**src/rtl/scsi_sel_cmd_seq.sv**
```systemverilog
module scsi_sel_cmd_seq #(
  parameter int ID_W     = 3,
  parameter int CNT_W    = 8,
  parameter int FREE_CYC = 8,
  parameter int ARB_CYC  = 4,
  parameter int SEL_CYC  = 2,
  parameter int SEL_TMO  = 64,
  parameter logic [7:0] OP_SEL = 8'h0B
) (
  input  logic              clk,
  input  logic              rst_n,
  input  logic              cmd_valid,
  input  logic [7:0]        cmd_code,
  input  logic [ID_W-1:0]   own_id,
  input  logic [ID_W-1:0]   tgt_id,
  input  logic [CNT_W-1:0]  xfer_len,
  input  logic [(1<<ID_W)-1:0] fifo_rdata,
  output logic              fifo_rd,
  input  logic              bsy_in,
  input  logic              sel_in,
  input  logic              req_in,
  input  logic              cd_in,
  input  logic              io_in,
  input  logic              msg_in,
  input  logic [(1<<ID_W)-1:0] db_in,
  output logic              bsy_out,
  output logic              sel_out,
  output logic              atn_out,
  output logic              ack_out,
  output logic [(1<<ID_W)-1:0] db_out,
  output logic              db_oe,
  output logic              int_good,
  output logic              int_sel_tmo,
  output logic              int_phase,
  output logic              int_cmd_err,
  output logic              irq,
  output logic              init_mode
);
  localparam int NID = 1 << ID_W;
  localparam int TW  = $clog2(FREE_CYC + ARB_CYC + SEL_CYC + SEL_TMO + 1);

  typedef enum logic [2:0] {S_IDLE, S_FREE, S_ARB, S_SEL, S_SELW, S_CMD, S_ACK} st_t;

  st_t            st;
  logic [TW-1:0]  tmr;
  logic [CNT_W-1:0] cnt;
  logic [NID-1:0] dreg;

  wire            bus_free = !bsy_in && !sel_in;
  wire            cmd_ph   = cd_in && !io_in && !msg_in;
  wire [NID-1:0]  own_bit  = NID'(1) << own_id;
  wire [NID-1:0]  tgt_bit  = NID'(1) << tgt_id;
  wire [NID-1:0]  own_up   = own_bit << 1;
  wire [NID-1:0]  hi_mask  = ~(own_up - NID'(1));

  assign bsy_out = (st == S_ARB) || (st == S_SEL);
  assign sel_out = (st == S_SEL) || (st == S_SELW);
  assign atn_out = 1'b0;
  assign ack_out = (st == S_ACK);
  assign db_oe   = bsy_out || sel_out || ack_out;
  assign db_out  = ack_out ? dreg : (sel_out ? (own_bit | tgt_bit) : own_bit);
  assign fifo_rd = (st == S_CMD) && req_in && cmd_ph;
  assign irq     = int_good | int_sel_tmo | int_phase | int_cmd_err;

  always_ff @(posedge clk or negedge rst_n) begin
    if (!rst_n) begin
      st <= S_IDLE; tmr <= '0; cnt <= '0; dreg <= '0;
      int_good <= 1'b0; int_sel_tmo <= 1'b0; int_phase <= 1'b0;
      int_cmd_err <= 1'b0; init_mode <= 1'b0;
    end else begin
      if (cmd_valid && st != S_IDLE) int_cmd_err <= 1'b1;
      case (st)
        S_IDLE: if (cmd_valid && cmd_code == OP_SEL) begin
          st <= S_FREE; tmr <= '0; cnt <= xfer_len;
          int_good <= 1'b0; int_sel_tmo <= 1'b0; int_phase <= 1'b0;
          int_cmd_err <= 1'b0; init_mode <= 1'b0;
        end
        S_FREE: if (!bus_free) tmr <= '0;
          else if (tmr == TW'(FREE_CYC - 1)) begin st <= S_ARB; tmr <= '0; end
          else tmr <= tmr + 1'b1;
        S_ARB: if (tmr == TW'(ARB_CYC - 1)) begin
            tmr <= '0;
            st  <= ((db_in & hi_mask) == '0) ? S_SEL : S_FREE;
          end else tmr <= tmr + 1'b1;
        S_SEL: if (tmr == TW'(SEL_CYC - 1)) begin st <= S_SELW; tmr <= '0; end
          else tmr <= tmr + 1'b1;
        S_SELW: if (bsy_in) begin
            if (cnt == '0) begin st <= S_IDLE; int_good <= 1'b1; init_mode <= 1'b1; end
            else st <= S_CMD;
          end else if (tmr == TW'(SEL_TMO - 1)) begin
            st <= S_IDLE; int_sel_tmo <= 1'b1;
          end else tmr <= tmr + 1'b1;
        S_CMD: if (req_in) begin
            if (cmd_ph) begin dreg <= fifo_rdata; st <= S_ACK; end
            else begin int_phase <= 1'b1; st <= S_IDLE; end
          end
        S_ACK: if (!req_in) begin
            cnt <= cnt - 1'b1;
            if (cnt == CNT_W'(1)) begin st <= S_IDLE; int_good <= 1'b1; init_mode <= 1'b1; end
            else st <= S_CMD;
          end
        default: st <= S_IDLE;
      endcase
    end
  end

  AST_ARB_AFTER_FREE: assert property (@(posedge clk) disable iff (!rst_n)
    $rose(bsy_out) |-> $past(!bsy_in && !sel_in));
  AST_SEL_WITH_BSY: assert property (@(posedge clk) disable iff (!rst_n)
    $rose(sel_out) |-> bsy_out);
  AST_TMO_RELEASE: assert property (@(posedge clk) disable iff (!rst_n)
    $rose(int_sel_tmo) |-> !sel_out && !bsy_out && !db_oe);
  AST_ACK_ON_CMD_REQ: assert property (@(posedge clk) disable iff (!rst_n)
    $rose(ack_out) |-> $past(req_in && cd_in && !io_in && !msg_in));
  AST_PHASE_NO_ACK: assert property (@(posedge clk) disable iff (!rst_n)
    $rose(int_phase) |-> !ack_out && !fifo_rd);
  AST_GOOD_INIT: assert property (@(posedge clk) disable iff (!rst_n)
    $rose(int_good) |-> init_mode && !sel_out && !ack_out);
endmodule

```
**config.mk**
```make
export PLATFORM = sky130hd
export DESIGN_NAME = scsi_sel_cmd_seq
export DESIGN_NICKNAME = d
export VERILOG_FILES = /design/src/rtl/scsi_sel_cmd_seq.sv
export SDC_FILE = /design/constraint.sdc
export NUM_CORES = 1
export LEC_CHECK = 0
export CAP_MARGIN = 5
export CORE_MARGIN = 2
export CORE_UTILIZATION = 49
export CTS_BUF_LIST = sky130_fd_sc_hd__clkbuf_8
export DETAILED_ROUTE_END_ITERATION = 10
export PLACE_DENSITY = 0.82
export SLEW_MARGIN = 30
export SYNTH_ARGS = -nofsm -noshare
export SYNTH_HDL_FRONTEND = slang
export SYNTH_SLANG_ARGS = --single-unit
export TNS_END_PERCENT = 5
```
**constraint.sdc**
```tcl
create_clock -name clk -period 2.6 [get_ports clk]
set_input_delay 0.26 -clock clk [delete_from_list [all_inputs] [get_ports clk]]
set_output_delay 0.26 -clock clk [all_outputs]
set_load 0.02 [all_outputs]
```
==> impl_metrics.py <==
metrics = {
    "run_status": {
        "status": "completed",
    },
    "clock_tree": {
        "insertion_delay_ps": 290,
        "cts_tree": "built",
        "clock_sinks": 30,
        "cts_buffers": 5,
        "clockBufferDepth": 2,
        "cts.root.buffer_cell": "sky130_fd_sc_hd__clkbuf_8",
        "htree_num_levels": 2,
        "worst_setup_hold_path_clk_slew_ps": 70,
    },
    "power_and_ir_drop": {
        "share_comb_of_total_power_pct": 41.6,
        "pwr-share-seq_pct": 35.0,
        "share_clk_of_total_power_pct": 23.4,
        "power_density_mw_per_mm2": 555,
        "leakagePower_nw": 1.28,
        "internal_power_mw": 1.08,
        "p_total_mw": 1.69,
        "vdd_drop_max_v": 0.000371,
        "switching_share_pct": 36.1,
        "net-switching-power_mw": 0.610,
    },
    "synth": {
        "number_of_enable_type_register_cells_in_the_synthesized_netlist": 0,
        "post_synth_main_area_contributors": "sky130_fd_sc_hd__dfrtp_1 34%, sky130_fd_sc_hd__nand2_1 5.8%, sky130_fd_sc_hd__mux2_2 5.1%, sky130_fd_sc_hd__o21ai_0 4.1%, sky130_fd_sc_hd__a21oi_1 3.4%",
        "post_synth_most_frequent_cells": "34 x sky130_fd_sc_hd__nand2_1, 30 x sky130_fd_sc_hd__dfrtp_1, 18 x sky130_fd_sc_hd__o21ai_0",
        "synth_largest_type_area_fraction_pct": 34.1,
        "syn-cell-area_mm2": 0.00220,
        "dominantRegCellSynth": "sky130_fd_sc_hd__dfrtp_1",
        "post-synth-top-count-cell": "sky130_fd_sc_hd__nand2_1",
        "synth_largest_area_cell": "sky130_fd_sc_hd__dfrtp_1",
        "syn-num-nets": 312,
        "asyncSetResetFlopFracSynth_pct": 100,
        "ys_seq_elements": 30,
        "synth.yosys.warnings": 0,
        "syn_inst": 260,
        "synth.distinct_cells": 57,
        "yosysSeqAreaShare_pct": 34.1,
        "post_synth.cell_area_avg_um2": 8.46,
    },
    "setup_path": {
        "critical_path.most_common_cell": "sky130_fd_sc_hd__buf_4",
        "slowest_cell_delay_on_critical_path_ps": 640,
        "critPathMaxFanout": 22,
        "worst_path_max_delay_cell": "sky130_fd_sc_hd__clkdlybuf4s50_1",
        "critical_path.endpoint_type": "output pin",
        "setup.worst_path.start_class": "flop",
        "cp_data_arrival_time_ps": 2230,
        "worst_ep_required_time_ps": 2340,
        "critical_path.cell_chain": "buf_4, nor2b_2, nand2_1, buf_4, nor2_1, a31oi_1, clkdlybuf4s50_1",
        "setup.worst_path.class": "reg2out",
    },
    "floorplan": {
        "floorplan.die_area_mm2": 0.00504,
        "chipWidth_um": 71,
        "floorplan.initialDensity_pct": 50.5,
        "die_h_um": 71,
        "placeableCoreArea_mm2": 0.00435,
        "placementRows": 24,
        "io_pins": 67,
    },
    "timing": {
        "max_freq_ghz": 0.401,
        "period_share_pct": 95.9,
        "final_hold_viol_count": 0,
        "rsz0062_at_grt": "yes",
        "worst_slack_ps": 106,
        "finalSetupViolCount": 0,
        "period_minus_slack_ps": 2490,
        "timing.clock.skew_ps": 5.87,
        "maxSlewViolCount": 0,
    },
    "placed_design": {
        "detailed_place_hpwl_um": 4190,
        "gp_congestion": 0.899,
        "numPortBuffers": 64,
        "pre_cts_slack_ps": 173,
    },
    "drt": {
        "dr_total_vias": 2228,
        "route.detailed.vias_per_inst": 5.82,
        "wl_per_cell_um": 15.0,
        "number_of_detailed_route_iterations_in_the_first_pass": 4,
        "detail_route.wirelength_um": 5730,
        "remaining_drc_errors": 0,
        "antenna_violating_nets_left": 0,
        "drt_iter0_markers": 118,
    },
    "min_path": {
        "worstHoldPathType": "in2async",
    },
    "grt": {
        "first_pass_grt_wire_length_um": 9590,
        "grt_antenna_before_repair": 0,
        "pin_count_of_the_biggest_net_entering_global_routing": 31,
        "number_of_global_route_vias_before_repair": 2099,
        "grt.overflow.total": 0,
        "grt.total_usage_pct": 23.8,
    },
    "cells_and_area": {
        "postLayoutCoreUtil_pct": 69.9,
        "finish.net_count": 382,
        "layout-area-overhead-vs-synth_pct": 38.4,
        "n_fill_cell": 329,
        "drive_gt1_share_pct": 14.8,
        "antennaDiodeCount": 0,
    },
    "job": {
        "max_cap_viol_count": 0,
    },
}
## routing by layer
metal | global-route usage, % | up-vias | part of all wire [%]
met5 | 0 | - | 0
met4 | 8.18 | 0 | 1.9
met3 | 4.13 | 12 | 5.1
met2 | 39.3 | 84 | 47
met1 | 31.6 | 1031 | 46
li1 | - | 1101 | -
## registers in the layout, summed over array words and instances, names as in the netlist
signal       flops
int_phase        1
init_mode        1
cnt              8
st               3
int_cmd_err      1
dreg             8
int_sel_tmo      1
tmr              7
## metrics by stage
| stage | TNS [ps] | cell area [um2] | cells | hold WS [ps] |
|---|---|---|---|---|
| 5_1_grt | -26.5 | 3040 | 383 | 412 |
| 3_5_place_dp | 0 | 2930 | 375 | 479 |
| 4_1_cts | -21.7 | 3030 | 383 | 367 |
| 2_1_floorplan | 0 | 2200 | 260 | -35.6 |
| 6_report | 0 | 3040 | 383 | 358 |
| 3_3_place_gp | 0 | 2930 | 375 | 476 |
## critical path: cells and delay by family (launching register included)
kind,cells,cell delay [ps]
DFF,1,380
and+or+nand+nor,3,270
AOI/OAI and AO/OA,1,160
buffers and inverters,3,1110
## timing repair
| action | in CTS | in global routing |
|---|---|---|
| hold buffers | 0 | 0 |
| setup buffers | 0 | 0 |
| hold endpoints to repair | 0 | 0 |
| resized for setup | 2 | 6 |
| setup endpoints to repair | 5 | 8 |
## power groups by stage
stage / Combinational [mW] / Sequential, mW / Clock (mW)
3_3_place_gp: 0.685 / 0.595 / 0
4_1_cts: 0.700 / 0.590 / 0.398
5_1_grt: 0.763 / 0.600 / 0.420
6_report: 0.703 / 0.591 / 0.395
2_1_floorplan: 0.439 / 0.593 / 0
3_5_place_dp: 0.689 / 0.598 / 0
## final cells by class
| cell class | instances | area (um2) | share of cell area, % |
|---|---|---|---|
| tap | 52 | 65.1 | 2.14 |
| timing repair buffer | 77 | 746 | 24.5 |
| multi-input combinational | 206 | 1350 | 44.3 |
| sequential | 30 | 751 | 24.7 |
| clock buffer | 6 | 82.6 | 2.71 |
| inverter | 10 | 41.3 | 1.36 |
| clock inverter | 2 | 8.76 | 0.288 |
## kinds of logic after synthesis
kind of cell,Yosys count,share of synthesized area [%]
XOR/XNOR,1,0.398
other,1,0.170
adder cells (fa/ha/maj),5,2.84
flip-flops,30,34.1
multiplexers,13,6.48
AO/OA/AOI/OAI,73,23.2
AND/OR/NAND/NOR,113,27.9
buffers and inverters,24,4.89
## cells in the final DEF, fill, tap and decap left out, types with 2 or more instances in the layout
cell / n
sky130_fd_sc_hd__nand4_1: 2
sky130_fd_sc_hd__a21o_1: 2
sky130_fd_sc_hd__o21ai_1: 3
sky130_fd_sc_hd__a32oi_1: 2
sky130_fd_sc_hd__buf_4: 13
sky130_fd_sc_hd__a31oi_1: 6
sky130_fd_sc_hd__nor4_1: 2
sky130_fd_sc_hd__o21ai_0: 18
sky130_fd_sc_hd__a22o_1: 4
sky130_fd_sc_hd__nand4b_1: 3
sky130_fd_sc_hd__a21oi_2: 2
sky130_fd_sc_hd__o31ai_1: 3
sky130_fd_sc_hd__o21a_1: 3
sky130_fd_sc_hd__or2_2: 3
sky130_fd_sc_hd__or4_1: 5
sky130_fd_sc_hd__mux2_2: 10
sky130_fd_sc_hd__nor3b_1: 2
sky130_fd_sc_hd__nand3b_1: 2
sky130_fd_sc_hd__a21oi_1: 14
sky130_fd_sc_hd__nand2_1: 33
sky130_fd_sc_hd__mux2i_1: 3
sky130_fd_sc_hd__ha_1: 5
sky130_fd_sc_hd__inv_1: 10
sky130_fd_sc_hd__or3b_2: 2
sky130_fd_sc_hd__dlymetal6s2s_1: 3
sky130_fd_sc_hd__a211oi_1: 2
sky130_fd_sc_hd__clkdlybuf4s50_1: 61
sky130_fd_sc_hd__nor2_1: 16
sky130_fd_sc_hd__nor2b_1: 5
sky130_fd_sc_hd__dfrtp_1: 30
sky130_fd_sc_hd__a22oi_1: 2
sky130_fd_sc_hd__nor3_1: 9
sky130_fd_sc_hd__clkbuf_8: 6
sky130_fd_sc_hd__or4_4: 2
sky130_fd_sc_hd__or3_1: 5
sky130_fd_sc_hd__o211ai_1: 2
sky130_fd_sc_hd__nand3_1: 13
## worst paths after layout
| path | startpoint | end | slack (ps) | cells past startpoint |
|---|---|---|---|---|
| max | st[0] | db_out[7] | 110 | 7 |
| min | rst_n | dreg[1] | 360 | 2 |
| max reg2reg | st[1] | tmr[6] | 410 | 7 |
| min reg2reg | cnt[7] | cnt[7] | 500 | 1 |
| max in group asynchronous | rst_n | dreg[5] | 1960 | 2 |
| min in group clk | cnt[7] | cnt[7] | 500 | 1 |
(Power assumes the default switching activity.)
